File: src/rtl/dir_ptr_pkg.sv
package dir_ptr_pkg;
  localparam int REG_W    = 64;
  localparam int MODE_W   = 4;
  localparam int BUSY_BIT = 4;
  localparam int PPN_LSB  = 10;
  localparam int PPN_W    = 44;
  localparam int PPN_MSB  = PPN_LSB + PPN_W - 1;
  localparam int NUM_LVL  = 3;
  localparam int NUM_CODE = 1 << MODE_W;

  localparam logic [MODE_W-1:0] MODE_OFF  = 4'd0;
  localparam logic [MODE_W-1:0] MODE_BARE = 4'd1;
  localparam logic [MODE_W-1:0] MODE_LVL1 = 4'd2;

  function automatic logic is_table(input logic [MODE_W-1:0] m);
    return m >= MODE_LVL1;
  endfunction
endpackage

File: src/rtl/dir_ptr_legal.sv
module dir_ptr_legal
  import dir_ptr_pkg::*;
#(
  parameter logic [NUM_LVL-1:0] LEVEL_MASK = 3'b011
) (
  input  logic [MODE_W-1:0] req_mode_i,
  input  logic [MODE_W-1:0] cur_mode_i,
  output logic              refuse_o,
  output logic [MODE_W-1:0] mode_o
);
  logic [NUM_CODE-1:0] sup_vec;

  for (genvar m = 0; m < NUM_CODE; m++) begin : g_sup
    if (m < 2) begin : g_fixed
      assign sup_vec[m] = 1'b1;
    end else if (m < 2 + NUM_LVL) begin : g_lvl
      assign sup_vec[m] = LEVEL_MASK[m-2];
    end else begin : g_rsvd
      assign sup_vec[m] = 1'b0;
    end
  end

  always_comb begin
    // table-to-table hop must route through off or pass-through
    refuse_o = is_table(cur_mode_i) && is_table(req_mode_i) && (req_mode_i != cur_mode_i);
    mode_o   = sup_vec[req_mode_i] ? req_mode_i : MODE_OFF;
  end
endmodule

File: src/rtl/dir_ptr_busy.sv
module dir_ptr_busy #(
  parameter int CYCLES = 4
) (
  input  logic clk_i,
  input  logic rst_ni,
  input  logic start_i,
  output logic busy_o,
  output logic done_o
);
  localparam int CW = $clog2(CYCLES + 1);
  localparam logic [CW-1:0] LOAD = CW'(CYCLES);
  localparam logic [CW-1:0] LAST = CW'(1);

  logic          busy_q;
  logic [CW-1:0] cnt_q;

  always_ff @(posedge clk_i or negedge rst_ni) begin
    if (!rst_ni) begin
      busy_q <= 1'b0;
      cnt_q  <= '0;
    end else if (start_i) begin
      busy_q <= 1'b1;
      cnt_q  <= LOAD;
    end else if (busy_q) begin
      if (cnt_q == LAST) begin
        busy_q <= 1'b0;
        cnt_q  <= '0;
      end else begin
        cnt_q <= cnt_q - LAST;
      end
    end
  end

  assign busy_o = busy_q;
  assign done_o = busy_q && (cnt_q == LAST);
endmodule

File: src/rtl/dir_ptr_root.sv
module dir_ptr_root
  import dir_ptr_pkg::*;
#(
  parameter bit               FIXED_EN  = 1'b0,
  parameter logic [PPN_W-1:0] FIXED_PPN = '0
) (
  input  logic             clk_i,
  input  logic             rst_ni,
  input  logic             load_i,
  input  logic [PPN_W-1:0] ppn_i,
  output logic [PPN_W-1:0] ppn_o
);
  if (FIXED_EN) begin : g_fixed
    logic unused_in;
    assign unused_in = ^{clk_i, rst_ni, load_i, ppn_i};
    assign ppn_o     = FIXED_PPN;
  end else begin : g_store
    logic [PPN_W-1:0] ppn_q;
    always_ff @(posedge clk_i or negedge rst_ni) begin
      if (!rst_ni)     ppn_q <= '0;
      else if (load_i) ppn_q <= ppn_i;
    end
    assign ppn_o = ppn_q;
  end
endmodule

File: src/rtl/dir_ptr_reg.sv
module dir_ptr_reg
  import dir_ptr_pkg::*;
#(
  parameter logic [NUM_LVL-1:0] LEVEL_MASK   = 3'b011,
  parameter int                 BUSY_CYCLES  = 4,
  parameter bit                 FIXED_PPN_EN = 1'b0,
  parameter logic [PPN_W-1:0]   FIXED_PPN    = '0
) (
  input  logic              clk_i,
  input  logic              rst_ni,
  input  logic              wr_en_i,
  input  logic [REG_W-1:0]  wr_data_i,
  output logic [REG_W-1:0]  rd_data_o,
  output logic              busy_o,
  output logic [MODE_W-1:0] mode_o,
  output logic [PPN_W-1:0]  root_ppn_o
);
  logic [MODE_W-1:0] mode_q, cm_mode_q, legal_mode;
  logic [PPN_W-1:0]  ppn, cm_ppn_q;
  logic              refuse, accept, busy, done;
  logic              unused_wr;

  assign unused_wr = ^{wr_data_i[REG_W-1:PPN_MSB+1], wr_data_i[PPN_LSB-1:MODE_W]};

  dir_ptr_legal #(.LEVEL_MASK(LEVEL_MASK)) u_legal (
    .req_mode_i (wr_data_i[MODE_W-1:0]),
    .cur_mode_i (mode_q),
    .refuse_o   (refuse),
    .mode_o     (legal_mode)
  );

  assign accept = wr_en_i && !busy && !refuse;

  dir_ptr_busy #(.CYCLES(BUSY_CYCLES)) u_busy (
    .clk_i   (clk_i),
    .rst_ni  (rst_ni),
    .start_i (accept),
    .busy_o  (busy),
    .done_o  (done)
  );

  dir_ptr_root #(.FIXED_EN(FIXED_PPN_EN), .FIXED_PPN(FIXED_PPN)) u_root (
    .clk_i  (clk_i),
    .rst_ni (rst_ni),
    .load_i (accept),
    .ppn_i  (wr_data_i[PPN_MSB:PPN_LSB]),
    .ppn_o  (ppn)
  );

  always_ff @(posedge clk_i or negedge rst_ni) begin
    if (!rst_ni)     mode_q <= MODE_OFF;
    else if (accept) mode_q <= legal_mode;
  end

  // walker-facing copy moves only when the apply window closes
  always_ff @(posedge clk_i or negedge rst_ni) begin
    if (!rst_ni) begin
      cm_mode_q <= MODE_OFF;
      cm_ppn_q  <= '0;
    end else if (done) begin
      cm_mode_q <= mode_q;
      cm_ppn_q  <= ppn;
    end
  end

  always_comb begin
    rd_data_o                  = '0;
    rd_data_o[MODE_W-1:0]      = mode_q;
    rd_data_o[BUSY_BIT]        = busy;
    rd_data_o[PPN_MSB:PPN_LSB] = ppn;
  end

  assign busy_o     = busy;
  assign mode_o     = cm_mode_q;
  assign root_ppn_o = is_table(cm_mode_q) ? cm_ppn_q : '0;
endmodule

File: config.mk
export PLATFORM = sky130hd
export DESIGN_NAME = dir_ptr_reg
export DESIGN_NICKNAME = d
export VERILOG_FILES = /design/src/rtl/dir_ptr_pkg.sv /design/src/rtl/dir_ptr_legal.sv /design/src/rtl/dir_ptr_busy.sv /design/src/rtl/dir_ptr_root.sv /design/src/rtl/dir_ptr_reg.sv
export SDC_FILE = /design/constraint.sdc
export NUM_CORES = 1
export LEC_CHECK = 0
export BUFFER_PORTS_ARGS = -buffer_cell sky130_fd_sc_hd__buf_2
export CAP_MARGIN = 0
export CELL_PAD_IN_SITES_DETAIL_PLACEMENT = 0
export CELL_PAD_IN_SITES_GLOBAL_PLACEMENT = 1
export CORE_UTILIZATION = 40
export CTS_CLUSTER_DIAMETER = 30
export DETAILED_ROUTE_END_ITERATION = 10
export PLACE_DENSITY = 0.89
export SLEW_MARGIN = 40
export SYNTH_ARGS = -nofsm -noshare
export SYNTH_HDL_FRONTEND = slang
export SYNTH_SLANG_ARGS = --single-unit
File: constraint.sdc
create_clock -name clk_i -period 2.89 [get_ports clk_i]
set_input_delay 0.289 -clock clk_i [delete_from_list [all_inputs] [get_ports clk_i]]
set_output_delay 0.289 -clock clk_i [all_outputs]
set_load 0.005 [all_outputs]
==> summary.txt <==
Run status
  – Run status: finished clean

Pwr
  – Combinational group share of total power: 0.362
  – Switching part of the total: 0.2957
  – Ratio of total power to cell area: 1022 mW/mm^2
  – Leakage power summed over all cells: 0.002701 uW
  – Peak supply drop: 0.0004544 V
  – Overall power consumption: 5478 uW
  – Register share of total power: 0.453
  – Clock network fraction of total power: 0.185
  – Design internal power: 3858 uW
  – Sw Pwr: 1620 uW

Clock network
  – Total clock buffers created by CTS: 9
  – Root cell of the clock tree: sky130_fd_sc_hd__clkbuf_8
  – CTS H-Tree Depth: 3
  – Clock transition time at the flip-flop clock pins of the worst setup and hold paths: 0.09 ns
  – # clock sinks: 100
  – Clock tree from TritonCTS: done
  – Largest buffer count on any clock path: 2
  – Worst-Skew Late Latency: 0.35 ns

Final layout
  – Fraction of layout cells with a size suffix above 1: 0.5886
  – Net count, final: 521
  – Antenna diode count: 0
  – Area used by multi-input combinational logic: 0.001620 sq mm
  – FF/Latch Area: 0.002502 sq mm
  – Post-route insts no fill: 593
  – Number of fill cells in the layout: 958
  – Area growth from synthesis to final layout: 25.18%

Die
  – Die Wd: 105.5 um
  – Vertical die dimension: 105.5 um
  – Starting utilization of the core area: 0.4131
  – Full die area: 0.01113 sq mm
  – Boundary pin count: 180
  – Core Footprint: 0.01037 sq mm
  – Standard-cell rows: 37

Global route
  – GRT Residual Overflow: 0
  – Wire length of the first global-routing pass: 13590 um
  – Pin count of the biggest net entering global routing: 52
  – Vias in the first global route: 2820
  – Total global routing track utilization: 0.1564
  – Antenna violations before repair: 0

Setup path
  – Category of the critical setup timing path: reg2reg
  – Arr. time, crit path: 2.36 ns
  – Kind of start point of the critical path: register
  – Count of cells along the worst register-to-register path: 5
  – Required time at the endpoint of the critical path: 3.13 ns
  – Critical Path End Type: register
  – R2R Path End: u_root.ppn_o[8]$_DFFE_PN0P_
  – Setup slack of the most critical reg-to-reg path: 0.77 ns
  – Startpoint of the worst-slack reg-to-reg timing path: mode_q[1]$_DFFE_PN0P_
  – Max FO, Critical Path: 32

STA
  – RSZ-0062 raised after global routing: no
  – Final Max Slew Viols: 0
  – # setup viols final: 0
  – Maximum achievable frequency: 0.4706 GHz
  – Min Tclk post-route: 2.125 ns
  – Final TNS setup: 0 ns
  – Number of hold violations in the final report: 0
  – Headroom to the max-slew limit: 0.5034
  – Clock skew: 0.007849 ns
  – Final period util: 0.7352
  – Pin slew with the least headroom to its limit: 0.7421 ns

Place
  – Number of port buffers: 148
  – Total instance count after detailed placement: 576
  – Detail Placement HPWL: 5848 um
  – RD Place Congestion: 0.7115

Logic synthesis
  – Mean area per synthesized cell: 14.19 sq um
  – Number of distinct library cells after synthesis: 25
  – Fraction of post-synthesis cell area in the top cell type by area: 0.5841
  – Flip-flop cell with the highest count after synthesis: sky130_fd_sc_hd__dfrtp_1
  – Synth Cell Area: 0.004284 sq mm
  – Synthesis Warnings: 0
  – Synthesized-area fraction occupied by ao, oa, aoi and oai cells: 0.01197
  – Part of the Yosys area used for sequential elements: 0.5841
  – Parity-gate share of the synthesized area counting xor and xnor cells: 0.008178
  – Post-synthesis mux area share: 0.2506
  – Post-synth EDFFs: 0
  – Simple-gate portion of the synthesized area: 0.08499
  – Combinational family with the most area after synthesis: multiplexers
  – Share of synthesized flip-flops with an asynchronous set or reset: 1.000
  – Gate count after technology mapping: 302
  – Count of state elements after synthesis: 100
  – Largest area contributor in the netlist: sky130_fd_sc_hd__dfrtp_1
  – Top cells by count, synth: sky130_fd_sc_hd__dfrtp_1, sky130_fd_sc_hd__mux2_2, sky130_fd_sc_hd__nor2b_1, sky130_fd_sc_hd__buf_4, sky130_fd_sc_hd__clkbuf_1
  – Most numerous cell in the Yosys netlist: sky130_fd_sc_hd__dfrtp_1
  – Dominant cells by area after synthesis: sky130_fd_sc_hd__dfrtp_1, sky130_fd_sc_hd__mux2_2, sky130_fd_sc_hd__nor2b_1
  – Adder and majority gate portion of the synthesized area: 0.005841

Worst hold path
  – End point of the most critical hold path: u_root.ppn_o[28]$_DFFE_PN0P_
  – Min-delay worst type: in2reg
  – WHS Path Cells: 2
  – Start point of the worst hold path: wr_data_i[38]

Routing
  – Post-Route WL: 8162 um
  – Via count normalized by instance count: 4.621
  – Avg WL per Cell: 13.76 um
  – DR iter-0 viols: 94
  – Antenna violation net count after detailed routing: 0
  – Count of vias placed by the detailed router: 2740
  – TritonRoute pass-1 iters: 4
  – Count of unresolved DRC violations after routing: 0

Flow run
  – Total of max-cap violations: 0
metal layers:
| layer | routed length [um] | vias to the layer above | global-route usage |
|---|---|---|---|
| met5 | 0 | - | 0 |
| met4 | 134 | 0 | 0.07143 |
| met3 | 570 | 13 | 0.03525 |
| met2 | 3901 | 113 | 0.2627 |
| met1 | 3555 | 1333 | 0.1922 |
| li1 | - | 1281 | - |
flip-flops by register name, summed over array words and instances (netlist names):
register / flops
cm_ppn_q: 44
u_root.ppn_o: 44
mode_o: 4
mode_q: 4
u_busy.cnt_q: 3
u_busy.busy_o: 1
through the flow:
stage          setup WS, ns  utilization  instance area [sq um]  hold slack, ns
2_1_floorplan         1.208            -                   4337       -0.006591
3_3_place_gp         0.7963       0.4938                   5121          0.3463
3_5_place_dp         0.7358       0.4938                   5121          0.3504
4_1_cts              0.7227       0.5171                   5363          0.1327
5_1_grt              0.5827       0.5171                   5363          0.1355
6_report             0.7652       0.5171                   5363          0.1599
worst max-delay path, cell delays in order, from the launching register on:
cell                      delay (ns)
sky130_fd_sc_hd__dfrtp_1        0.45
sky130_fd_sc_hd__xor2_1         0.20
sky130_fd_sc_hd__nor4_2         0.09
sky130_fd_sc_hd__o21ai_4        0.59
sky130_fd_sc_hd__buf_12         0.30
sky130_fd_sc_hd__mux2_2         0.36
cells in the final DEF (no fill, tap or decap), types with 3 or more instances in the layout:
| cell type | instances |
|---|---|
| sky130_fd_sc_hd__buf_2 | 147 |
| sky130_fd_sc_hd__dfrtp_1 | 100 |
| sky130_fd_sc_hd__mux2_2 | 90 |
| sky130_fd_sc_hd__nor2b_1 | 46 |
| sky130_fd_sc_hd__conb_1 | 15 |
| sky130_fd_sc_hd__clkbuf_8 | 9 |
| sky130_fd_sc_hd__buf_4 | 5 |
| sky130_fd_sc_hd__inv_1 | 4 |
| sky130_fd_sc_hd__xor2_1 | 4 |
| sky130_fd_sc_hd__mux2_4 | 4 |
| sky130_fd_sc_hd__nand2_1 | 3 |
| sky130_fd_sc_hd__nor2_1 | 3 |
| sky130_fd_sc_hd__bufinv_16 | 3 |
final cells by class:
class                   count  share of cell area
multi-input cells         182              0.3021
well taps                 136             0.03173
inverters                   4            0.002800
clock inverters             5             0.01867
clock buffers              11             0.02450
repair buffers            155              0.1535
flip-flops and latches    100              0.4666
power groups by stage:
stage               Combinational (uW)  Clock (uW)  Sequential (uW)
floorplan                         1280           0             2450
global placement                  1970           0             2470
detailed placement                2020           0             2520
CTS                               2030        1070             2490
global route                      2180        1120             2590
finish                            1980        1020             2480
kinds of logic (layout without fill, tap and decap cells):
group	Yosys count	count (layout)
other cells	1	15
simple gates	60	60
compound gates	7	7
mux	94	94
xor+xnor	4	4
buf+inv	34	175
fa+ha+maj	2	2
flops	100	100
how the worst max path moves through the flow:
stage | startpoint | to | slack (ns) | cells after the start
6_report | mode_q[1]$_DFFE_PN0P_ | u_root.ppn_o[8]$_DFFE_PN0P_ | 0.77 | 5
5_1_grt | mode_q[2]$_DFFE_PN0P_ | u_root.ppn_o[11]$_DFFE_PN0P_ | 0.58 | 5
4_1_cts | mode_q[2]$_DFFE_PN0P_ | u_root.ppn_o[22]$_DFFE_PN0P_ | 0.72 | 5
3_5_place_dp | mode_q[2]$_DFFE_PN0P_ | u_root.ppn_o[22]$_DFFE_PN0P_ | 0.74 | 5
3_3_place_gp | mode_q[1]$_DFFE_PN0P_ | u_root.ppn_o[14]$_DFFE_PN0P_ | 0.80 | 5
2_1_floorplan | u_busy.cnt_q[0]$_DFFE_PN0P_ | cm_ppn_q[0]$_DFFE_PN0P_ | 1.21 | 6
what timing repair did:
item	4_1_cts	5_1_grt
setup buffers	0	0
hold buffers	1	0
setup endpoints to repair	0	0
endpoints found under the hold margin	50	0
resized for setup	0	0
No activity file was read; power rests on OpenSTA's default activity.
